File: src/rtl/mct_pkg.sv
package mct_pkg;
  localparam int DW    = 32;
  localparam int PSC_W = 7;

  localparam logic [15:0] RUN_OFS  = 16'h0000;
  localparam logic [15:0] GATE_OFS = 16'h1000;

  localparam int B_MFLAG = 15;
  localparam int B_OFLAG = 14;
  localparam int B_MODE  = 8;
  localparam int B_IE    = 7;

  typedef enum logic [1:0] {
    REQ_NONE = 2'b00,
    REQ_DMA  = 2'b01,
    REQ_IRQ  = 2'b10,
    REQ_RSVD = 2'b11
  } req_sel_e;

  typedef enum logic [2:0] {
    RK_NONE, RK_RUN, RK_GATE, RK_CTRL, RK_CNT, RK_CMP
  } reg_kind_e;

  typedef struct packed {
    reg_kind_e  kind;
    logic [7:0] ch;
  } reg_sel_t;

  // codes with bit 2 set run the prescaler
  function automatic logic psc_active(input logic [2:0] code);
    return code[2];
  endfunction

  // terminal value of the prescale phase counter (divide ratio - 1)
  function automatic logic [PSC_W-1:0] psc_limit(input logic [2:0] code);
    case (code)
      3'd4:    return PSC_W'(7);
      3'd5:    return PSC_W'(31);
      3'd6:    return PSC_W'(127);
      default: return '0;
    endcase
  endfunction

  function automatic reg_sel_t reg_decode(input logic [15:0] a, input int num_ch);
    reg_sel_t s;
    int blk;
    s.kind = RK_NONE;
    s.ch   = '0;
    blk    = int'(a[11:4]);
    if (a == RUN_OFS) begin
      s.kind = RK_RUN;
    end else if (a == GATE_OFS) begin
      s.kind = RK_GATE;
    end else if (a[15:12] == 4'd0 && a[1:0] == 2'd0 && blk >= 1 && blk <= num_ch) begin
      s.ch = 8'(blk - 1);
      case (a[3:2])
        2'd0:    s.kind = RK_CTRL;
        2'd1:    s.kind = RK_CNT;
        2'd2:    s.kind = RK_CMP;
        default: s.kind = RK_NONE;
      endcase
    end
    return s;
  endfunction
endpackage

File: src/rtl/mct_prescaler.sv
module mct_prescaler
  import mct_pkg::*;
(
  input  logic       clk,
  input  logic       rst_n,
  input  logic       slow_tick,
  input  logic       run,
  input  logic [2:0] code,
  output logic       cnt_tick
);
  logic [PSC_W-1:0] phase_q;
  logic [PSC_W-1:0] limit;
  logic             active;

  assign limit    = psc_limit(code);
  assign active   = run && psc_active(code);
  assign cnt_tick = active && slow_tick && (phase_q == limit);

  always_ff @(posedge clk or negedge rst_n) begin
    if (!rst_n) begin
      phase_q <= '0;
    end else if (!active) begin
      phase_q <= '0;
    end else if (slow_tick) begin
      phase_q <= (phase_q == limit) ? '0 : phase_q + PSC_W'(1);
    end
  end
endmodule

File: src/rtl/mct_channel.sv
module mct_channel
  import mct_pkg::*;
#(
  parameter int CNT_W = 32
) (
  input  logic             clk,
  input  logic             rst_n,
  input  logic             slow_tick,
  input  logic             run,
  input  logic             wr_ctrl,
  input  logic             wr_cnt,
  input  logic             wr_cmp,
  input  logic [DW-1:0]    wdata,
  output logic [DW-1:0]    ctrl_rd,
  output logic [CNT_W-1:0] cnt_q,
  output logic [CNT_W-1:0] cmp_q,
  output logic             irq,
  output logic             dma,
  output logic             tick_evt,
  output logic             match_evt,
  output logic             wrap_evt,
  output logic             load_evt,
  output logic             oneshot_evt,
  output logic             mflag
);
  localparam logic [CNT_W-1:0] ONE = CNT_W'(1);

  function automatic logic [CNT_W-1:0] advance(input logic [CNT_W-1:0] c,
                                               input logic [CNT_W-1:0] m);
    return (c == m) ? '0 : c + ONE;
  endfunction

  logic             oflag;
  logic             mode_rep;
  logic             ie;
  req_sel_e         req;
  logic [2:0]       cks;
  logic [CNT_W-1:0] pend_val;
  logic [1:0]       pend_cnt;
  logic             step;
  logic             unused_wbits;

  assign unused_wbits = ^{wdata[13:9], wdata[6], wdata[3]};

  mct_prescaler u_psc (
    .clk      (clk),
    .rst_n    (rst_n),
    .slow_tick(slow_tick),
    .run      (run),
    .code     (cks),
    .cnt_tick (tick_evt)
  );

  assign load_evt    = slow_tick && (pend_cnt == 2'd1) && !wr_cnt;
  assign step        = tick_evt && !load_evt;
  assign match_evt   = step && (cnt_q == cmp_q);
  assign wrap_evt    = step && (cnt_q == '1);
  assign oneshot_evt = match_evt && !mode_rep;

  assign irq = mflag && ie && (req == REQ_IRQ);
  assign dma = mflag && (req == REQ_DMA);

  always_comb begin
    ctrl_rd          = '0;
    ctrl_rd[B_MFLAG] = mflag;
    ctrl_rd[B_OFLAG] = oflag;
    ctrl_rd[B_MODE]  = mode_rep;
    ctrl_rd[B_IE]    = ie;
    ctrl_rd[5:4]     = req;
    ctrl_rd[2:0]     = cks;
  end

  // control fields and sticky flags
  always_ff @(posedge clk or negedge rst_n) begin
    if (!rst_n) begin
      mflag    <= 1'b0;
      oflag    <= 1'b0;
      mode_rep <= 1'b0;
      ie       <= 1'b0;
      req      <= REQ_NONE;
      cks      <= 3'd0;
    end else begin
      if (wr_ctrl) begin
        mode_rep <= wdata[B_MODE];
        ie       <= wdata[B_IE];
        req      <= req_sel_e'(wdata[5:4]);
        cks      <= wdata[2:0];
      end
      if (match_evt)
        mflag <= 1'b1;
      else if (wr_ctrl && !wdata[B_MFLAG])
        mflag <= 1'b0;
      if (wrap_evt)
        oflag <= 1'b1;
      else if (wr_ctrl && !wdata[B_OFLAG])
        oflag <= 1'b0;
    end
  end

  // deferred counter load
  always_ff @(posedge clk or negedge rst_n) begin
    if (!rst_n) begin
      pend_val <= '0;
      pend_cnt <= 2'd0;
    end else if (wr_cnt) begin
      pend_val <= wdata[CNT_W-1:0];
      pend_cnt <= 2'd2;
    end else if (slow_tick && pend_cnt != 2'd0) begin
      pend_cnt <= pend_cnt - 2'd1;
    end
  end

  always_ff @(posedge clk or negedge rst_n) begin
    if (!rst_n) begin
      cnt_q <= '0;
      cmp_q <= '1;
    end else begin
      if (wr_cmp)
        cmp_q <= wdata[CNT_W-1:0];
      if (load_evt)
        cnt_q <= pend_val;
      else if (step)
        cnt_q <= advance(cnt_q, cmp_q);
    end
  end
endmodule

File: src/rtl/mct_regbus.sv
module mct_regbus
  import mct_pkg::*;
#(
  parameter int NUM_CH = 8,
  parameter int CNT_W  = 32,
  parameter int ADDR_W = 13
) (
  input  logic                    clk,
  input  logic                    rst_n,
  input  logic                    bus_req,
  input  logic                    bus_we,
  input  logic [ADDR_W-1:0]       bus_addr,
  input  logic [NUM_CH-1:0]       run_bits,
  input  logic [NUM_CH-1:0]       gate_bits,
  input  logic [NUM_CH*DW-1:0]    ctrl_flat,
  input  logic [NUM_CH*CNT_W-1:0] cnt_flat,
  input  logic [NUM_CH*CNT_W-1:0] cmp_flat,
  output logic                    wr_run,
  output logic                    wr_gate,
  output logic [NUM_CH-1:0]       wr_ctrl,
  output logic [NUM_CH-1:0]       wr_cnt,
  output logic [NUM_CH-1:0]       wr_cmp,
  output logic                    rd_valid,
  output logic [DW-1:0]           rd_data
);
  logic [15:0]   addr16;
  reg_sel_t      sel;
  logic          wr;
  logic [DW-1:0] rd_mux;
  int            idx;

  always_comb begin
    addr16             = '0;
    addr16[ADDR_W-1:0] = bus_addr;
  end

  assign sel = reg_decode(addr16, NUM_CH);
  assign idx = int'(sel.ch);
  assign wr  = bus_req && bus_we;

  assign wr_run  = wr && (sel.kind == RK_RUN);
  assign wr_gate = wr && (sel.kind == RK_GATE);

  generate
    for (genvar g = 0; g < NUM_CH; g++) begin : g_strobe
      assign wr_ctrl[g] = wr && (sel.kind == RK_CTRL) && (idx == g);
      assign wr_cnt[g]  = wr && (sel.kind == RK_CNT)  && (idx == g);
      assign wr_cmp[g]  = wr && (sel.kind == RK_CMP)  && (idx == g);
    end
  endgenerate

  always_comb begin
    rd_mux = '0;
    case (sel.kind)
      RK_RUN:  rd_mux[NUM_CH-1:0] = run_bits;
      RK_GATE: rd_mux[NUM_CH-1:0] = gate_bits;
      RK_CTRL: rd_mux             = ctrl_flat[idx*DW +: DW];
      RK_CNT:  rd_mux[CNT_W-1:0]  = cnt_flat[idx*CNT_W +: CNT_W];
      RK_CMP:  rd_mux[CNT_W-1:0]  = cmp_flat[idx*CNT_W +: CNT_W];
      default: rd_mux             = '0;
    endcase
  end

  always_ff @(posedge clk or negedge rst_n) begin
    if (!rst_n) begin
      rd_valid <= 1'b0;
      rd_data  <= '0;
    end else begin
      rd_valid <= bus_req && !bus_we;
      rd_data  <= (bus_req && !bus_we) ? rd_mux : '0;
    end
  end
endmodule

File: src/rtl/mct_timer.sv
module mct_timer
  import mct_pkg::*;
#(
  parameter int NUM_CH = 8,
  parameter int CNT_W  = 32,
  parameter int ADDR_W = 13
) (
  input  logic              clk,
  input  logic              rst_n,
  input  logic              slow_tick,
  input  logic              bus_req,
  input  logic              bus_we,
  input  logic [ADDR_W-1:0] bus_addr,
  input  logic [DW-1:0]     bus_wdata,
  output logic              rd_valid,
  output logic [DW-1:0]     rd_data,
  output logic [NUM_CH-1:0] irq,
  output logic [NUM_CH-1:0] dma
);
  logic [NUM_CH-1:0]       start_q;
  logic [NUM_CH-1:0]       gate_q;
  logic [NUM_CH-1:0]       run_vec;
  logic                    wr_run;
  logic                    wr_gate;
  logic [NUM_CH-1:0]       wr_ctrl;
  logic [NUM_CH-1:0]       wr_cnt;
  logic [NUM_CH-1:0]       wr_cmp;
  logic [NUM_CH*DW-1:0]    ctrl_flat;
  logic [NUM_CH*CNT_W-1:0] cnt_flat;
  logic [NUM_CH*CNT_W-1:0] cmp_flat;
  logic [NUM_CH-1:0]       tick_vec;
  logic [NUM_CH-1:0]       match_vec;
  logic [NUM_CH-1:0]       wrap_vec;
  logic [NUM_CH-1:0]       load_vec;
  logic [NUM_CH-1:0]       oneshot_vec;
  logic [NUM_CH-1:0]       mflag_vec;

  assign run_vec = start_q & gate_q;

  always_ff @(posedge clk or negedge rst_n) begin
    if (!rst_n) begin
      start_q <= '0;
      gate_q  <= '0;
    end else begin
      if (wr_run)
        start_q <= bus_wdata[NUM_CH-1:0];
      else
        start_q <= start_q & ~oneshot_vec;
      if (wr_gate)
        gate_q <= bus_wdata[NUM_CH-1:0];
    end
  end

  mct_regbus #(.NUM_CH(NUM_CH), .CNT_W(CNT_W), .ADDR_W(ADDR_W)) u_bus (
    .clk      (clk),
    .rst_n    (rst_n),
    .bus_req  (bus_req),
    .bus_we   (bus_we),
    .bus_addr (bus_addr),
    .run_bits (start_q),
    .gate_bits(gate_q),
    .ctrl_flat(ctrl_flat),
    .cnt_flat (cnt_flat),
    .cmp_flat (cmp_flat),
    .wr_run   (wr_run),
    .wr_gate  (wr_gate),
    .wr_ctrl  (wr_ctrl),
    .wr_cnt   (wr_cnt),
    .wr_cmp   (wr_cmp),
    .rd_valid (rd_valid),
    .rd_data  (rd_data)
  );

  generate
    for (genvar g = 0; g < NUM_CH; g++) begin : g_ch
      mct_channel #(.CNT_W(CNT_W)) u_ch (
        .clk        (clk),
        .rst_n      (rst_n),
        .slow_tick  (slow_tick),
        .run        (run_vec[g]),
        .wr_ctrl    (wr_ctrl[g]),
        .wr_cnt     (wr_cnt[g]),
        .wr_cmp     (wr_cmp[g]),
        .wdata      (bus_wdata),
        .ctrl_rd    (ctrl_flat[g*DW +: DW]),
        .cnt_q      (cnt_flat[g*CNT_W +: CNT_W]),
        .cmp_q      (cmp_flat[g*CNT_W +: CNT_W]),
        .irq        (irq[g]),
        .dma        (dma[g]),
        .tick_evt   (tick_vec[g]),
        .match_evt  (match_vec[g]),
        .wrap_evt   (wrap_vec[g]),
        .load_evt   (load_vec[g]),
        .oneshot_evt(oneshot_vec[g]),
        .mflag      (mflag_vec[g])
      );
    end
  endgenerate
endmodule

File: config.mk
export PLATFORM = sky130hd
export DESIGN_NAME = mct_timer
export DESIGN_NICKNAME = d
export VERILOG_FILES = /design/src/rtl/mct_pkg.sv /design/src/rtl/mct_prescaler.sv /design/src/rtl/mct_channel.sv /design/src/rtl/mct_regbus.sv /design/src/rtl/mct_timer.sv
export SDC_FILE = /design/constraint.sdc
export NUM_CORES = 2
export LEC_CHECK = 0
export BUFFER_PORTS_ARGS = -buffer_cell sky130_fd_sc_hd__buf_2
export CORE_UTILIZATION = 55
export CTS_BUF_LIST = sky130_fd_sc_hd__clkbuf_8 sky130_fd_sc_hd__clkbuf_16
export CTS_CLUSTER_DIAMETER = 100
export CTS_CLUSTER_SIZE = 20
export DETAILED_ROUTE_END_ITERATION = 12
export PLACE_DENSITY_LB_ADDON = 0.3
export SETUP_SLACK_MARGIN = 0.1
export SYNTH_ARGS = -nofsm -noshare
export SYNTH_HDL_FRONTEND = slang
export SYNTH_HIERARCHICAL = 1
export SYNTH_SLANG_ARGS = --single-unit
export TNS_END_PERCENT = 100
File: constraint.sdc
create_clock -name clk -period 5.6 [get_ports clk]
set_input_delay 0.56 -clock clk [delete_from_list [all_inputs] [get_ports clk]]
set_output_delay 0.56 -clock clk [all_outputs]
set_load 0.01 [all_outputs]
Word level (Yosys, flattened, before mapping). Cells that the tools add are included.

Word-level logic and storage cells: 560. Output and inout bits: 49. Bits in registers: 961.

Reductions and logical operators: 226. Eq/ne operators: 95. Shifts and indexed selects: 3. Order comparisons: 2. Mux-type cells: 114. Add/sub/neg operators: 25. Bitwise gates (word level): 3.

Operators with widths (number): 2-to-1 mux 32 bit (25); variable part select 256 x 14 -> 32 bit (3); adder 32 x 1 -> 32 bit, second input constant (8); == test 32 bit (8); == test 32 bit, second input constant (8); 2-to-1 mux 7 bit (24); one-hot mux 7 bit (3 select lines) (8); logical AND 1 bit (154); nonzero test 2 bit (40); == test 3 bit, second input constant (26); one-hot mux 24 bit (3 select lines) (1); adder 7 x 1 -> 7 bit, second input constant (8); == test 7 bit (8); one-hot mux 8 bit (5 select lines) (1); == test 2 x 1 -> 1 bit, second input constant (17); == test 8 x 4 -> 1 bit, second input constant (4); logical NOT 32 bit (1); 2-to-1 mux 1 bit (32); 2-to-1 mux 2 bit (16); logical NOT 1 bit (27); 2-to-1 mux 8 bit (3); == test 2 bit, second input constant (9); bitwise AND 8 bit (2); == test 8 x 3 -> 1 bit, second input constant (2); other kinds (16) (33).

Longest topological paths before layout.
Depth in word-level cells: 19. Gate-level depth with buffers: 22.

Modules after synthesis. Netlist, hierarchy kept.

By module, submodules not included: mct_channel (g_ch[0].u_ch ...) (cells an instance 527, seq. area each 2717.6 µm², area each 5677.9 µm², times used 7); mct_regbus (cells an instance 1179, seq. area each 825.8 µm², area each 8310.5 µm², times used 1); mct_channel (g_ch[3].u_ch) (cells an instance 527, seq. area each 2717.6 µm², area each 5674.2 µm², times used 1); mct_prescaler (cells an instance 55, seq. area each 175.2 µm², area each 466.7 µm², times used 8); mct_timer (cells an instance 58, seq. area each 400.4 µm², area each 724.4 µm², times used 1).

Worst setup path after synthesis. OpenSTA, ideal clock, no wires.

Path type: input to register. Start: input bus_addr[4]. End: register g_ch[6].u_ch.cnt_q[27]. Data arrival time: 4.814 ns. Buffers on the path: 8. Setup time: 0.131 ns. Required time: 5.469 ns. Cell stages on the path: 22. Path slack: 0.656 ns. Cell sequence: buf_2 clkinv_1 buf_1 clkbuf_1 ha_1 nor2b_1 o21ai_1 nand3_4 clkbuf_1 clkbuf_1 a31oi_1 nor3_1 nand2_1 nor2_1 clkbuf_1 or2_2 clkbuf_1 clkinv_1 clkbuf_1 and2_1 a41oi_1 o21ai_0.

Longest elaborated chain between the ends: 14. Elaborated cells between the ends (all ways): 22.

RTL lines: start: declaration (line mct_timer.sv:13) `input logic [ADDR_W-1:0] bus_addr,`; greater-or-equal comparator 8 x 1 -> 1 bit (line mct_pkg.sv:54) `end else if (a[15:12] == 4'd0 && a[1:0] == 2'd0 && blk >= 1 && blk <= num_ch) begin`; logical AND 1 bit (2 in a row) (line mct_pkg.sv:54); 2-to-1 mux 11 bit (line mct_pkg.sv:54); 2-to-1 mux 3 bit (line mct_pkg.sv:52) `end else if (a == GATE_OFS) begin`; 2-to-1 mux 3 bit (line mct_pkg.sv:50) `if (a == RUN_OFS) begin`; == test 3 bit (line mct_regbus.sv:47) `assign wr_cnt[g] = wr && (sel.kind == RK_CNT) && (idx == g);`; logical AND 1 bit (line mct_regbus.sv:47); logical AND 1 bit (*) (line mct_regbus.sv:47); via wr_cnt[6] (line mct_timer.sv:26) `logic [NUM_CH-1:0] wr_cnt;`; logical NOT 1 bit (*) (line mct_channel.sv:54) `assign load_evt = slow_tick && (pend_cnt == 2'd1) && !wr_cnt;`; logical AND 1 bit (*) (line mct_channel.sv:54); logical NOT 1 bit (line mct_channel.sv:55) `assign step = tick_evt && !load_evt;`; logical AND 1 bit (line mct_channel.sv:55); nonzero test 2 bit (no source line); end signal: assignment (line mct_channel.sv:121) `cnt_q <= pend_val;`; end signal: assignment (line mct_channel.sv:123) `cnt_q <= advance(cnt_q, cmp_q);`; end: declaration (line mct_channel.sv:15) `output logic [CNT_W-1:0] cnt_q,`.

Mark *: on every way through the listed nets, which the timed path passes. The rest lies on a longest branch. A chain may end at the register's enable or synchronous reset.

Final worst setup path.
Start: input bus_addr[4]. End: register g_ch[5].u_ch.cnt_q[24].

Longest elaborated chain between the ends: 14. Elaborated cells between the ends (all ways): 22.

RTL lines: greater-or-equal comparator 8 x 1 -> 1 bit (line mct_pkg.sv:54); logical AND 1 bit (2 in a row) (line mct_pkg.sv:54); 2-to-1 mux 11 bit (line mct_pkg.sv:54); 2-to-1 mux 3 bit (line mct_pkg.sv:52); 2-to-1 mux 3 bit (line mct_pkg.sv:50); == test 3 bit (line mct_regbus.sv:47); logical AND 1 bit (line mct_regbus.sv:47); logical AND 1 bit (*) (line mct_regbus.sv:47); via wr_cnt[5] (line mct_timer.sv:26); logical NOT 1 bit (*) (line mct_channel.sv:54); logical AND 1 bit (*) (line mct_channel.sv:54); via load_vec[5] (line mct_timer.sv:34) `logic [NUM_CH-1:0] load_vec;`; logical NOT 1 bit (line mct_channel.sv:55); logical AND 1 bit (line mct_channel.sv:55); nonzero test 2 bit (no source line); end signal: assignment (line mct_channel.sv:121); end signal: assignment (line mct_channel.sv:123); end: declaration (line mct_channel.sv:15).

Marked as above.

==> impl_metrics.yaml <==
outcome:
  status: "finished, final reports clean"
timing:
  slew_viol_final: 0
  post-route-min-period_ns: 4.63
  final-setup-viol-count: 0
  grt_setup_unrepaired: "false"
  fin_crit_sh_pct: 82.7
  fmaxAchievable_mhz: 216
  slew_headroom_pct: 7.76
  hold_viol: 0
  max_slew.worst_pin.slew_ns: 1.38
  fin_setup_tns_ns: 0
  skew_ns: 0.0313
clock_network:
  htreeDepth: 2
  clk_pin_slew_worst_paths_ns: 0.09
  numCtsBuffers: 55
  clock_latency_ns: 0.72
  cts_resized: 0
  cts.path.max_buffers: 3
  clkSinkCount: 961
  clockRootBuffer: "clkbuf_16"
  cts_tree: "done"
min_path:
  worstHoldPathCells: 3
  hp-start: "bus_wdata[14]"
  min_path_type: "primary input to flip-flop"
  min_to: "g_ch[0].u_ch/oflag"
setup_path:
  startpoint_type: "primary input"
  r2r_end: "g_ch[3].u_ch/cnt_q[25]"
  arrival_ns: 5.27
  reg2reg_slack_ns: 2.21
  crit_path_max_fanout: 34
  cp_cell_sequence: "buf_6 > inv_2 > ha_1 > nor2b_1 > o21ai_1 > nand4_1 > nor3_1 > nand2_1 > nor2_4 > or2_2 > clkinv_1 > or3_1 > nor3_1 > a211o_1"
  slowest_delay_ns: 0.71
  crit_required_ns: 6.24
  cp_common_cell: "nor3_1"
  worstSetupEndpointType: "flip-flop"
  cp.buffers_inverters: 3
  rr_worst_depth: 7
  cp_slowest_cell: "clkinv_1"
  path_class: "primary input to flip-flop"
  worstReg2RegStart: "g_ch[3].u_ch/cks[2]"
  crit_family: "simple AND/OR/NAND/NOR gates"
grt:
  grt_overflow_total: 0
  grt_max_degree: 167
  grt_usage_pct: 40.1
  grt_pass1_vias: 46200
  grt_pass1_wl_um: 316000
  antenna_found_initial: 23
run:
  drv_cap: 0
detailed_routing:
  totalWireLength_um: 218000
  viasPerCell: 6.96
  post_drt_wl_per_cell_um: 30.4
  dr.pass1.iters: 7
  vias: 49900
  postRouteAntennaNets: 0
  drc: 0
  drtIter0Drc: 7710
placed_design:
  port_buffers: 98
  gp_congestion: 1.03
  dp_hpwl_um: 145000
  dp.cells: 7059
final_layout:
  nFillCells: 8957
  layout.cells.non_filler: 7178
  finalNetCount: 5824
  seqCellArea_sq_um: 24400
  syn_to_final_growth_pct: 3.99
  drive_gt1_share_pct: 23.1
  multi_input_area_sq_um: 30600
die:
  die_w_um: 327
  start_util_pct: 55.8
  rows: 118
  ioPinCount: 99
  coreArea_sq_um: 104000
  dieArea_sq_um: 107000
  die-height_um: 327
synthesis:
  synthCells: 5882
  yosys_warnings: 6
  synth_area_sq_um: 58100
  avgSynthCellArea_sq_um: 9.88
pwr:
  ir_drop_mv: 0.254
  power_density_nw_per_um2: 303
  leakagePower_nw: 26.5
worst reg2reg max path, delay by kind of cell (launching register included):
family | cells | cell delay, ns
buffers and inverters | 1 | 0.53
muxes | 1 | 0.25
DFF | 1 | 0.50
and+or+nand+nor | 2 | 1.26
AOI/OAI and AO/OA | 3 | 0.77
how the worst max path moves through the flow:
| stage | slack (ns) | to | depth (start not counted) | start |
|---|---|---|---|---|
| 6_report | 0.97 | g_ch[5].u_ch/cnt_q[24] | 14 | bus_addr[4] |
| 5_1_grt | 0.65 | g_ch[5].u_ch/cnt_q[24] | 14 | bus_addr[4] |
| 2_1_floorplan | 0.66 | g_ch[6].u_ch/cnt_q[27] | 22 | bus_addr[4] |
| 3_3_place_gp | 0.50 | g_ch[5].u_ch/cnt_q[26] | 14 | bus_addr[4] |
| 3_5_place_dp | 0.43 | g_ch[5].u_ch/cnt_q[26] | 14 | bus_addr[4] |
| 4_1_cts | 1.17 | g_ch[5].u_ch/cnt_q[24] | 14 | bus_addr[4] |
layout by cell type, fill, tap and decap left out, types with 133 or more instances in the layout:
master and count:
a21oi_1 276, conb_1 184, dfrtp_1 705, dfstp_2 256, inv_1 167, mux2_2 618, mux2i_1 133, nand2_1 426
nand3_1 202, nor2_1 322, o21ai_0 373, xor2_1 266
cell type report:
| type | count | share of cell area [%] |
|---|---|---|
| Clock buffer | 56 | 2.32 |
| Tap cell | 1380 | 2.86 |
| Multi-Input combinational cell | 4367 | 50.7 |
| Inverter | 136 | 0.844 |
| Timing Repair Buffer | 216 | 2.56 |
| Antenna cell | 14 | 0.0579 |
| Clock inverter | 48 | 0.375 |
| Sequential cell | 961 | 40.3 |
per-layer routing:
layer	global-route usage (%)	share of wire (%)	vias to the layer above
li1	-	-	20900
met1	56.2	39	24900
met2	55.4	41	3379
met3	11.9	14	661
met4	21.4	6.2	4
met5	0	0.014	-
power by group:
group | leakage (nW) | internal [W] | switching, W | total (W)
clock | 0.944 | 0.00184 | 0.00255 | 0.00439
combinational | 13.8 | 0.00170 | 0.00298 | 0.00468
sequential | 11.8 | 0.00752 | 0.00175 | 0.00927
registers in the layout, indices dropped and copies added, names as in the netlist, 16 cells and up:
name / count
u_bus/rd_data: 32
g_ch.u_ch/pend_val: 256
g_ch.u_ch/req: 16
g_ch.u_ch/cmp_q: 256
g_ch.u_ch/cnt_q: 256
g_ch.u_ch/u_psc/phase_q: 56
g_ch.u_ch/pend_cnt: 16
g_ch.u_ch/cks: 24
metrics by stage:
| step | total power [W] | area (sq um) | hold slack, ns | util (%) | setup slack (ns) |
|---|---|---|---|---|---|
| final | 0.0183 | 60500 | 0.382 | 58.0 | 0.966 |
| after global routing | 0.0190 | 60400 | 0.385 | 58.0 | 0.653 |
| after CTS | 0.0181 | 60400 | 0.353 | 58.0 | 1.17 |
| after detailed placement | 0.0138 | 58800 | 0.465 | 56.4 | 0.433 |
| after global placement | 0.0136 | 58800 | 0.456 | 56.4 | 0.505 |
| after floorplan | 0.0118 | 58800 | 0.264 | - | 0.656 |
timing repair:
| item | in CTS | in global routing |
|---|---|---|
| hold buffers | 1 | 0 |
| endpoints found under the hold margin | 51 | 0 |
| buffers inserted | 0 | 0 |
No activity file was read; power rests on OpenSTA's default activity.
